===== src/rtl/wbq_pkg.sv =====
package wbq_pkg;
  typedef enum logic [1:0] {
    CFA_RED   = 2'd0,
    CFA_GRN_A = 2'd1,
    CFA_BLUE  = 2'd2,
    CFA_GRN_B = 2'd3
  } cfa_e;

  function automatic logic is_green(input logic [1:0] tag);
    return (tag == CFA_GRN_A) || (tag == CFA_GRN_B);
  endfunction

  function automatic logic is_blue(input logic [1:0] tag);
    return tag == CFA_BLUE;
  endfunction
endpackage


===== src/rtl/wbq_gain_bank.sv =====
module wbq_gain_bank #(
  parameter int CW   = 12,
  parameter int FRAC = 8
) (
  input  logic          clk,
  input  logic          rst_n,
  input  logic          cfg_we,
  input  logic [CW-1:0] cfg_red_sq,
  input  logic [CW-1:0] cfg_red_lin,
  input  logic [CW-1:0] cfg_blu_sq,
  input  logic [CW-1:0] cfg_blu_lin,
  input  logic          swap,
  input  logic [1:0]    tag,
  output logic [CW-1:0] sel_sq,
  output logic [CW-1:0] sel_lin,
  output logic [4*CW-1:0] act_bus
);
  import wbq_pkg::*;

  localparam logic [CW-1:0] UNITY = CW'(1 << FRAC);
  localparam int NSET = 4;

  // index 0 red sq, 1 red lin, 2 blue sq, 3 blue lin
  logic [CW-1:0] shd [NSET];
  logic [CW-1:0] act [NSET];
  logic [CW-1:0] cfg_in [NSET];

  assign cfg_in[0] = cfg_red_sq;
  assign cfg_in[1] = cfg_red_lin;
  assign cfg_in[2] = cfg_blu_sq;
  assign cfg_in[3] = cfg_blu_lin;

  for (genvar g = 0; g < NSET; g++) begin : g_set
    localparam logic [CW-1:0] RST_VAL = (g % 2 == 1) ? UNITY : '0;
    always_ff @(posedge clk or negedge rst_n) begin
      if (!rst_n) begin
        shd[g] <= RST_VAL;
        act[g] <= RST_VAL;
      end else begin
        if (cfg_we) shd[g] <= cfg_in[g];
        if (swap)   act[g] <= shd[g];
      end
    end
    assign act_bus[g*CW +: CW] = act[g];
  end

  logic [CW-1:0] cur [NSET];
  always_comb begin
    for (int k = 0; k < NSET; k++) cur[k] = swap ? shd[k] : act[k];
    sel_sq  = is_blue(tag) ? cur[2] : cur[0];
    sel_lin = is_blue(tag) ? cur[3] : cur[1];
  end
endmodule


===== src/rtl/wbq_sq_stage.sv =====
module wbq_sq_stage #(
  parameter int W  = 8,
  parameter int CW = 12
) (
  input  logic           clk,
  input  logic           rst_n,
  input  logic           adv,
  input  logic           in_valid,
  input  logic [W-1:0]   in_pix,
  input  logic [1:0]     in_tag,
  input  logic           in_sof,
  input  logic [CW-1:0]  in_cu,
  input  logic [CW-1:0]  in_cv,
  output logic           out_valid,
  output logic [W-1:0]   out_pix,
  output logic [1:0]     out_tag,
  output logic           out_sof,
  output logic [2*W-1:0] out_sq,
  output logic [CW-1:0]  out_cu,
  output logic [CW-1:0]  out_cv
);
  function automatic logic [2*W-1:0] square(input logic [W-1:0] p);
    logic [2*W-1:0] e;
    e = {{W{1'b0}}, p};
    return e * e;
  endfunction

  always_ff @(posedge clk or negedge rst_n) begin
    if (!rst_n) begin
      out_valid <= 1'b0;
      out_pix   <= '0;
      out_tag   <= '0;
      out_sof   <= 1'b0;
      out_sq    <= '0;
      out_cu    <= '0;
      out_cv    <= '0;
    end else if (adv) begin
      out_valid <= in_valid;
      out_pix   <= in_pix;
      out_tag   <= in_tag;
      out_sof   <= in_sof & in_valid;
      out_sq    <= square(in_pix);
      out_cu    <= in_cu;
      out_cv    <= in_cv;
    end
  end
endmodule


===== src/rtl/wbq_mul_stage.sv =====
module wbq_mul_stage #(
  parameter int W  = 8,
  parameter int CW = 12,
  localparam int PW = CW + 2*W + 1
) (
  input  logic                 clk,
  input  logic                 rst_n,
  input  logic                 adv,
  input  logic                 in_valid,
  input  logic [W-1:0]         in_pix,
  input  logic [1:0]           in_tag,
  input  logic                 in_sof,
  input  logic [2*W-1:0]       in_sq,
  input  logic [CW-1:0]        in_cu,
  input  logic [CW-1:0]        in_cv,
  output logic                 out_valid,
  output logic [W-1:0]         out_pix,
  output logic [1:0]           out_tag,
  output logic                 out_sof,
  output logic signed [PW-1:0] out_pu,
  output logic signed [PW-1:0] out_pv
);
  function automatic logic signed [PW-1:0] sq_term(input logic [CW-1:0] c,
                                                    input logic [2*W-1:0] s);
    logic signed [PW-1:0] a, b;
    a = PW'($signed(c));
    b = PW'($signed({1'b0, s}));
    return a * b;
  endfunction

  function automatic logic signed [PW-1:0] lin_term(input logic [CW-1:0] c,
                                                     input logic [W-1:0] p);
    logic signed [PW-1:0] a, b;
    a = PW'($signed(c));
    b = PW'($signed({1'b0, p}));
    return (a * b) <<< W;
  endfunction

  always_ff @(posedge clk or negedge rst_n) begin
    if (!rst_n) begin
      out_valid <= 1'b0;
      out_pix   <= '0;
      out_tag   <= '0;
      out_sof   <= 1'b0;
      out_pu    <= '0;
      out_pv    <= '0;
    end else if (adv) begin
      out_valid <= in_valid;
      out_pix   <= in_pix;
      out_tag   <= in_tag;
      out_sof   <= in_sof;
      out_pu    <= sq_term(in_cu, in_sq);
      out_pv    <= lin_term(in_cv, in_pix);
    end
  end
endmodule


===== src/rtl/wbq_sum_stage.sv =====
module wbq_sum_stage #(
  parameter int W    = 8,
  parameter int CW   = 12,
  parameter int FRAC = 8,
  localparam int PW  = CW + 2*W + 1,
  localparam int SW  = PW + 1
) (
  input  logic                 clk,
  input  logic                 rst_n,
  input  logic                 adv,
  input  logic                 in_valid,
  input  logic [W-1:0]         in_pix,
  input  logic [1:0]           in_tag,
  input  logic                 in_sof,
  input  logic signed [PW-1:0] in_pu,
  input  logic signed [PW-1:0] in_pv,
  output logic                 out_valid,
  output logic [W-1:0]         out_pix,
  output logic [1:0]           out_tag,
  output logic                 out_sof
);
  import wbq_pkg::*;

  localparam int SHIFT = FRAC + W;
  localparam logic signed [SW-1:0] TOP = SW'((1 << W) - 1);

  function automatic logic [W-1:0] sum_clamp(input logic signed [PW-1:0] a,
                                             input logic signed [PW-1:0] b);
    logic signed [SW-1:0] s;
    s = (SW'(a) + SW'(b)) >>> SHIFT;
    if (s < 0)        return '0;
    else if (s > TOP) return {W{1'b1}};
    else              return W'(s);
  endfunction

  always_ff @(posedge clk or negedge rst_n) begin
    if (!rst_n) begin
      out_valid <= 1'b0;
      out_pix   <= '0;
      out_tag   <= '0;
      out_sof   <= 1'b0;
    end else if (adv) begin
      out_valid <= in_valid;
      out_pix   <= is_green(in_tag) ? in_pix : sum_clamp(in_pu, in_pv);
      out_tag   <= in_tag;
      out_sof   <= in_sof;
    end
  end
endmodule


===== src/rtl/wb_quad_corrector.sv =====
module wb_quad_corrector #(
  parameter int W    = 8,
  parameter int CW   = 12,
  parameter int FRAC = 8
) (
  input  logic          clk,
  input  logic          rst_n,
  input  logic          cfg_we,
  input  logic [CW-1:0] cfg_red_sq,
  input  logic [CW-1:0] cfg_red_lin,
  input  logic [CW-1:0] cfg_blu_sq,
  input  logic [CW-1:0] cfg_blu_lin,
  input  logic          s_valid,
  output logic          s_ready,
  input  logic [W-1:0]  s_pix,
  input  logic [1:0]    s_color,
  input  logic          s_sof,
  output logic          m_valid,
  input  logic          m_ready,
  output logic [W-1:0]  m_pix,
  output logic [1:0]    m_color,
  output logic          m_sof
);
  localparam int PW = CW + 2*W + 1;

  // named events for the checker
  logic            adv_w;
  logic            in_fire_w;
  logic            out_fire_w;
  logic            gain_swap_w;
  logic [4*CW-1:0] act_bus_w;

  logic [CW-1:0] sel_sq, sel_lin;

  logic           v1, sof1;
  logic [W-1:0]   pix1;
  logic [1:0]     tag1;
  logic [2*W-1:0] sq1;
  logic [CW-1:0]  cu1, cv1;

  logic                 v2, sof2;
  logic [W-1:0]         pix2;
  logic [1:0]           tag2;
  logic signed [PW-1:0] pu2, pv2;

  assign adv_w       = !m_valid || m_ready;
  assign s_ready     = adv_w;
  assign in_fire_w   = s_valid && s_ready;
  assign out_fire_w  = m_valid && m_ready;
  assign gain_swap_w = in_fire_w && s_sof;

  wbq_gain_bank #(.CW(CW), .FRAC(FRAC)) u_gain (
    .clk(clk), .rst_n(rst_n), .cfg_we(cfg_we),
    .cfg_red_sq(cfg_red_sq), .cfg_red_lin(cfg_red_lin),
    .cfg_blu_sq(cfg_blu_sq), .cfg_blu_lin(cfg_blu_lin),
    .swap(gain_swap_w), .tag(s_color),
    .sel_sq(sel_sq), .sel_lin(sel_lin), .act_bus(act_bus_w)
  );

  wbq_sq_stage #(.W(W), .CW(CW)) u_st1 (
    .clk(clk), .rst_n(rst_n), .adv(adv_w),
    .in_valid(s_valid), .in_pix(s_pix), .in_tag(s_color), .in_sof(s_sof),
    .in_cu(sel_sq), .in_cv(sel_lin),
    .out_valid(v1), .out_pix(pix1), .out_tag(tag1), .out_sof(sof1),
    .out_sq(sq1), .out_cu(cu1), .out_cv(cv1)
  );

  wbq_mul_stage #(.W(W), .CW(CW)) u_st2 (
    .clk(clk), .rst_n(rst_n), .adv(adv_w),
    .in_valid(v1), .in_pix(pix1), .in_tag(tag1), .in_sof(sof1),
    .in_sq(sq1), .in_cu(cu1), .in_cv(cv1),
    .out_valid(v2), .out_pix(pix2), .out_tag(tag2), .out_sof(sof2),
    .out_pu(pu2), .out_pv(pv2)
  );

  wbq_sum_stage #(.W(W), .CW(CW), .FRAC(FRAC)) u_st3 (
    .clk(clk), .rst_n(rst_n), .adv(adv_w),
    .in_valid(v2), .in_pix(pix2), .in_tag(tag2), .in_sof(sof2),
    .in_pu(pu2), .in_pv(pv2),
    .out_valid(m_valid), .out_pix(m_pix), .out_tag(m_color), .out_sof(m_sof)
  );
endmodule


===== config.mk =====
export PLATFORM = sky130hd
export DESIGN_NAME = wb_quad_corrector
export DESIGN_NICKNAME = d
export VERILOG_FILES = /design/src/rtl/wbq_pkg.sv /design/src/rtl/wbq_gain_bank.sv /design/src/rtl/wbq_sq_stage.sv /design/src/rtl/wbq_mul_stage.sv /design/src/rtl/wbq_sum_stage.sv /design/src/rtl/wb_quad_corrector.sv
export SDC_FILE = /design/constraint.sdc
export NUM_CORES = 1
export LEC_CHECK = 0
export ABC_AREA = 1
export BUFFER_PORTS_ARGS = -buffer_cell sky130_fd_sc_hd__buf_2
export CAP_MARGIN = 25
export CORE_UTILIZATION = 50
export DETAILED_ROUTE_END_ITERATION = 8
export PLACE_DENSITY = 0.75
export SETUP_SLACK_MARGIN = 0.02
export SYNTH_ARGS = -nofsm -noshare
export SYNTH_HDL_FRONTEND = slang
export SYNTH_SLANG_ARGS = --single-unit
export TNS_END_PERCENT = 30

===== constraint.sdc =====
create_clock -name clk -period 6.8 [get_ports clk]
set_input_delay 0.34 -clock clk [delete_from_list [all_inputs] [get_ports clk]]
set_output_delay 0.34 -clock clk [all_outputs]
set_load 0.01 [all_outputs]

## Word level (Yosys, flattened, before mapping)

Cells that the tools add are included.

- Flip-flop bits (word level): 222
- Output and inout bits: 13
- Bits of input ports: 64

- Add/sub/neg operators: 1
- Equality and inequality tests: 3
- Multipliers: 3
- Reductions and logical operators: 5
- Mux-type cells: 9
- Order comparisons: 2
- Bitwise logic cells: 1

Operators with widths:

| kind | count |
|---|---|
| $mux W12 | 6 |
| $add A29 B29 Y30 | 1 |
| $mul A12 B17 Y29 | 1 |
| $mux W8 | 3 |
| $mul A12 B9 Y21 | 1 |
| $mul A8 B8 Y16 | 1 |
| $gt A14 B9 Y1 const B | 1 |
| $lt A14 B1 Y1 const B | 1 |
| $eq A2 B2 Y1 const B | 2 |
| $eq A2 B1 Y1 const B | 1 |
| $logic_and A1 B1 Y1 | 2 |
| $logic_or A1 B1 Y1 | 2 |
| $and A1 B1 Y1 | 1 |
| $logic_not A1 Y1 | 1 |

## Longest topological paths before layout

- Depth after elaboration: 6
- Mapped depth: 26
- Mapped depth without buffers: 24

## Modules after synthesis

A second synthesis with hierarchy kept.

- Cell total of the unflattened synthesis: 3286
- Area, all modules: 23686.5 um2

By module, submodules not included:

| module | cells an instance | area an instance (um2) | instances | seq. area each (um2) |
|---|---|---|---|---|
| wbq_mul_stage | 1828 | 13296.5 | 1 | 1551.5 |
| wbq_gain_bank | 508 | 4147.7 | 1 | 2407.3 |
| wbq_sq_stage | 495 | 3739.8 | 1 | 1251.2 |
| wbq_sum_stage | 451 | 2482.4 | 1 | 300.3 |
| wb_quad_corrector | 4 | 20.0 | 1 | 0.0 |

## Least setup slack after synthesis

OpenSTA, ideal clock, no wires.

- Path type: register -> register
- Start point: register u_st1.out_cu[3]
- End point: register u_st2.out_pu[24]
- Setup slack: 1.840 ns
- Path buffers: 2
- Data required time: 6.682 ns
- Data arrival time: 4.842 ns
- Stages on the path, launching flop included: 24
- Clock period less this slack: 4.960 ns
- Library setup time: 0.118 ns
- Path through: dfrtp_1 -> clkbuf_1 -> clkbuf_1 -> nand2_1 -> fa_1 -> fa_1 -> fa_1 -> inv_1 -> fa_1 -> inv_1 -> fa_1 -> inv_1 -> ha_1 -> nand2_1 -> nand2_1 -> a31oi_1 -> nand2_2 -> a21oi_4 -> o21bai_2 -> nand3_1 -> nand2_1 -> or2_1 -> nand3_1 -> nand2_1

- Cells in the longest elaborated chain, start to end: 1

Ends and longest elaborated chain:

| item | line | RTL |
|---|---|---|
| from (decl) | wbq_sq_stage.sv:19 | `output logic [CW-1:0] out_cu,` |
| from (signal assigned) | wbq_sq_stage.sv:43 | `out_cu <= in_cu;` |
| $mul A12 B17 Y29 | wbq_mul_stage.sv:28 | `return a * b;` |
| to (signal assigned) | wbq_mul_stage.sv:52 | `out_pu <= sq_term(in_cu, in_sq);` |
| to (decl) | wbq_mul_stage.sv:20 | `output logic signed [PW-1:0] out_pu,` |

Every way passes these cells.
A chain may end at the register's enable or synchronous reset.

## Final worst setup path

- Start point: register u_st1.out_cu[3]
- End point: register u_st2.out_pu[20]

Same word-level chain as after synthesis.

==> run summary <==
status: finished with violations
failing checks: DRC
multiplexer area fraction after synthesis: 0%
RR Startpoint: u_st1.out_cu[3]
sequential area share after synthesis: 25.3%
complex-gate fraction of the synthesized area: 8.67%
Post-synth ARST share: 100%
total setup buffers inserted after CTS: 0
crit-path max cell delay: 0.69 ns
largest net degree at the start of global routing: 114
fmax: 187 MHz
main combinational cell family by area after synthesis: adder cells
Worst path slowest cell: dfrtp_1
buffer and inverter count on the worst path: 3
hold path depth: 3
slew margin rel.: 40.4%
top-count cell post-synth: nand2_1
Synth area leaders: dfrtp_1, fa_1, nand2_1, inv_1, ha_1
clk sinks: 212
clock tree buffer depth: 3
synth cell count leaders: nand2_1, inv_1, fa_1
setup slack, reg-to-reg: 1.46 ns
max-slew violations: 0
Cell Rows: 74
Worst Setup Path Type: reg2reg
maximum clock skew at final layout: 0.0119 ns
final wirelength: 47.6 mm
global router's overall resource usage: 22.9%
first-pass GRT wire length: 81.0 mm
Main synth FF type: dfrtp_1
Post-synth EDFFs: 0
antenna diode instance count: 0
detailed-route via count: 16457
Synth area leader: dfrtp_1
FF-to-FF End: u_st2.out_pu[20]
Tcrit/Tclk final: 78.5%
post-synth cell types: 48
cts bufs inserted: 24
post-DP HPWL: 37.9 mm
CP Launch Type: flop
Avg WL per Cell: 14.8 µm
Synth Area in XOR/XNOR: 2.00%
critical path required time: 7.19 ns
synth warn: 0
Synth Area in Adders: 32.9%
fin crit period: 5.34 ns
final-report hold violation count: 0
clk slew on worst S/H paths: 0.06 ns
# IOs: 77
hold endpoint: u_gain.shd[46]
Most common cell on crit path: fa_1
Clock Root Buffer: clkbuf_16
gpl congestion: 0.897
Hold WC Path Type: in2reg
# fillers: 3766
die extent in x: 207 µm
number of max-cap violations: 0
Hold Crit Start: cfg_red_sq[10]
Critical path origin: u_st1.out_cu[3]
layout net count: 3146
CP delay by family, top: adder cells
Mean Syn Cell Area: 7.88 µm²
CP endpoint kind: flop
post-synthesis register bit count: 212
Worst-Margin Slew: 0.894 ns
initial core utilization: 51.1%
die height: 207 µm
setup TNS: 0 ns
worst-path cell chain: nand2_1 -> fa_1 -> fa_1 -> fa_1 -> inv_1 -> fa_1 -> inv_1 -> fa_1 -> inv_1 -> ha_1 -> nand2_1 -> nand2_1 -> a31oi_1 -> nand2_2 -> a21oi_4 -> o21bai_2 -> a21oi_1 -> xor2_1 -> o21ai_1
critical-path maximum fanout: 16
layout cells sized above 1: 6.95%
Post-Synthesis Cells: 2668
Worst path depth: 19
post-route ant nets: 0
vias in the first global route: 16661
RSZ-0062 raised after global routing: no
H-tree Lvls: 1
Residual DRC: 2
Synth top area share: 24.8%
drt first-iter violations: 971
simple-gate share of the synthesized area: 18.4%
worst-case reg-to-reg path depth: 19
die footprint: 0.0429 mm²
mapped cell area: 0.0210 mm²
CTS tree: done
IO buf count: 76
Critical Path AT: 5.73 ns
DRT Pass-1 Iters: 7
core area: 0.0411 mm²
initial antenna violation count: 2
Vias/cell: 5.11
clk_lat worst skew: 0.53 ns
area grow syn2layout: 7.37%
endpoints failing setup: 0
GR Overflow Total: 0
## cell families (layout without fill, tap and decap cells)
group           count (synthesis)  after routing
fa+ha+maj                     411            411
compound gates                323            323
other cells                     2              6
simple gates                  964            964
xor+xnor                       48             48
flops                         212            212
buf+inv                       708            725
## worst register-to-register path, delay by kind of cell, from the launching register on
family,cells,cell delay [ns]
fa+ha+maj,6,2.76
compound gates,5,0.85
flops,1,0.69
simple gates,4,0.46
xor+xnor,1,0.27
buf+inv,3,0.15
## state kept, by name, indices dropped and copies added, names as in the netlist, 2 cells and up
| name | count |
|---|---|
| u_gain.act_bus | 48 |
| u_gain.shd | 48 |
| u_st2.out_pu | 21 |
| u_st2.out_pv | 21 |
| u_st1.out_sq | 15 |
| u_st1.out_cu | 12 |
| u_st1.out_cv | 12 |
| u_st2.out_pix | 8 |
| u_st3.out_pix | 8 |
| u_st1.out_pix | 7 |
| u_st1.out_tag | 2 |
| u_st2.out_tag | 2 |
| u_st3.out_tag | 2 |
## cell usage in the layout (no fill, tap or decap), types with 4 or more instances in the layout
master     Yosys  routed
nor3_1         8       8
dfrtp_1      208     208
buf_2          7      75
clkbuf_8       0       4
inv_2          6       6
o21bai_1      10      10
buf_4          0       9
o21ai_0      161     161
o21ai_1        6       6
or2_2         12      12
a31oi_1       39      39
nand3_1       51      50
nand2_2        9       9
a21o_1         7       7
clkbuf_16      0      25
nor2_1       104     103
a21boi_0       4       4
a21oi_2        9       9
nand4_1        9       9
xor2_1        19      19
clkinv_2       0       5
xnor2_1       29      29
a21oi_1       72      72
inv_1        587     586
clkbuf_1     100       6
fa_1         237     237
conb_1         2       6
ha_1         174     174
nand2_1      747     747
nor2_2         8       8
dfstp_2        4       4
## what timing repair did
item                                    in CTS  in global routing
hold buffers                                 3                  0
endpoints found under the setup margin       0                  0
endpoints found under the hold margin      113                  0
resized for setup                            0                  0
## area by class of cell
type	count	area (µm²)	share of cell area [%]
clock buffers	34	689	3.05
clock inverters	10	119	0.527
inverters	593	2230	9.87
multi-input cells	1752	13100	57.9
flip-flops and latches	212	5310	23.5
well taps	532	666	2.95
repair buffers	88	487	2.16
## stage by stage
step                worst slack [ns]  instance area (µm²)  hold slack [ns]  instances  util (%)
floorplan                       1.84                21000           0.0444       2672         -
global placement                1.52                21700            0.458       3174      52.9
detailed placement              1.43                21700            0.465       3174      52.9
CTS                             1.44                22600          0.00332       3221      54.9
global route                    1.17                22600           0.0211       3221      54.9
finish                          1.46                22600           0.0133       3221      54.9
## how the worst max path moves through the flow
stage,to,slack (ns)
3_5_place_dp,u_st2.out_pu[20],1.43
3_3_place_gp,u_st2.out_pu[20],1.52
5_1_grt,u_st2.out_pu[20],1.17
2_1_floorplan,u_st2.out_pu[24],1.84
6_report,u_st2.out_pu[20],1.46
4_1_cts,u_st2.out_pu[20],1.44
## metal layers
metal	wire length, µm	vias to the layer above	track usage [%]
met3	2370	83	2.59
met4	1220	4	6.10
li1	-	7995	-
met5	22	-	0
met1	21600	7924	31.5
met2	22500	451	38.4
Power is left out: the tool's default activity adds up to more than one toggle a clock period on the data nets, which glitch-free logic cannot reach.
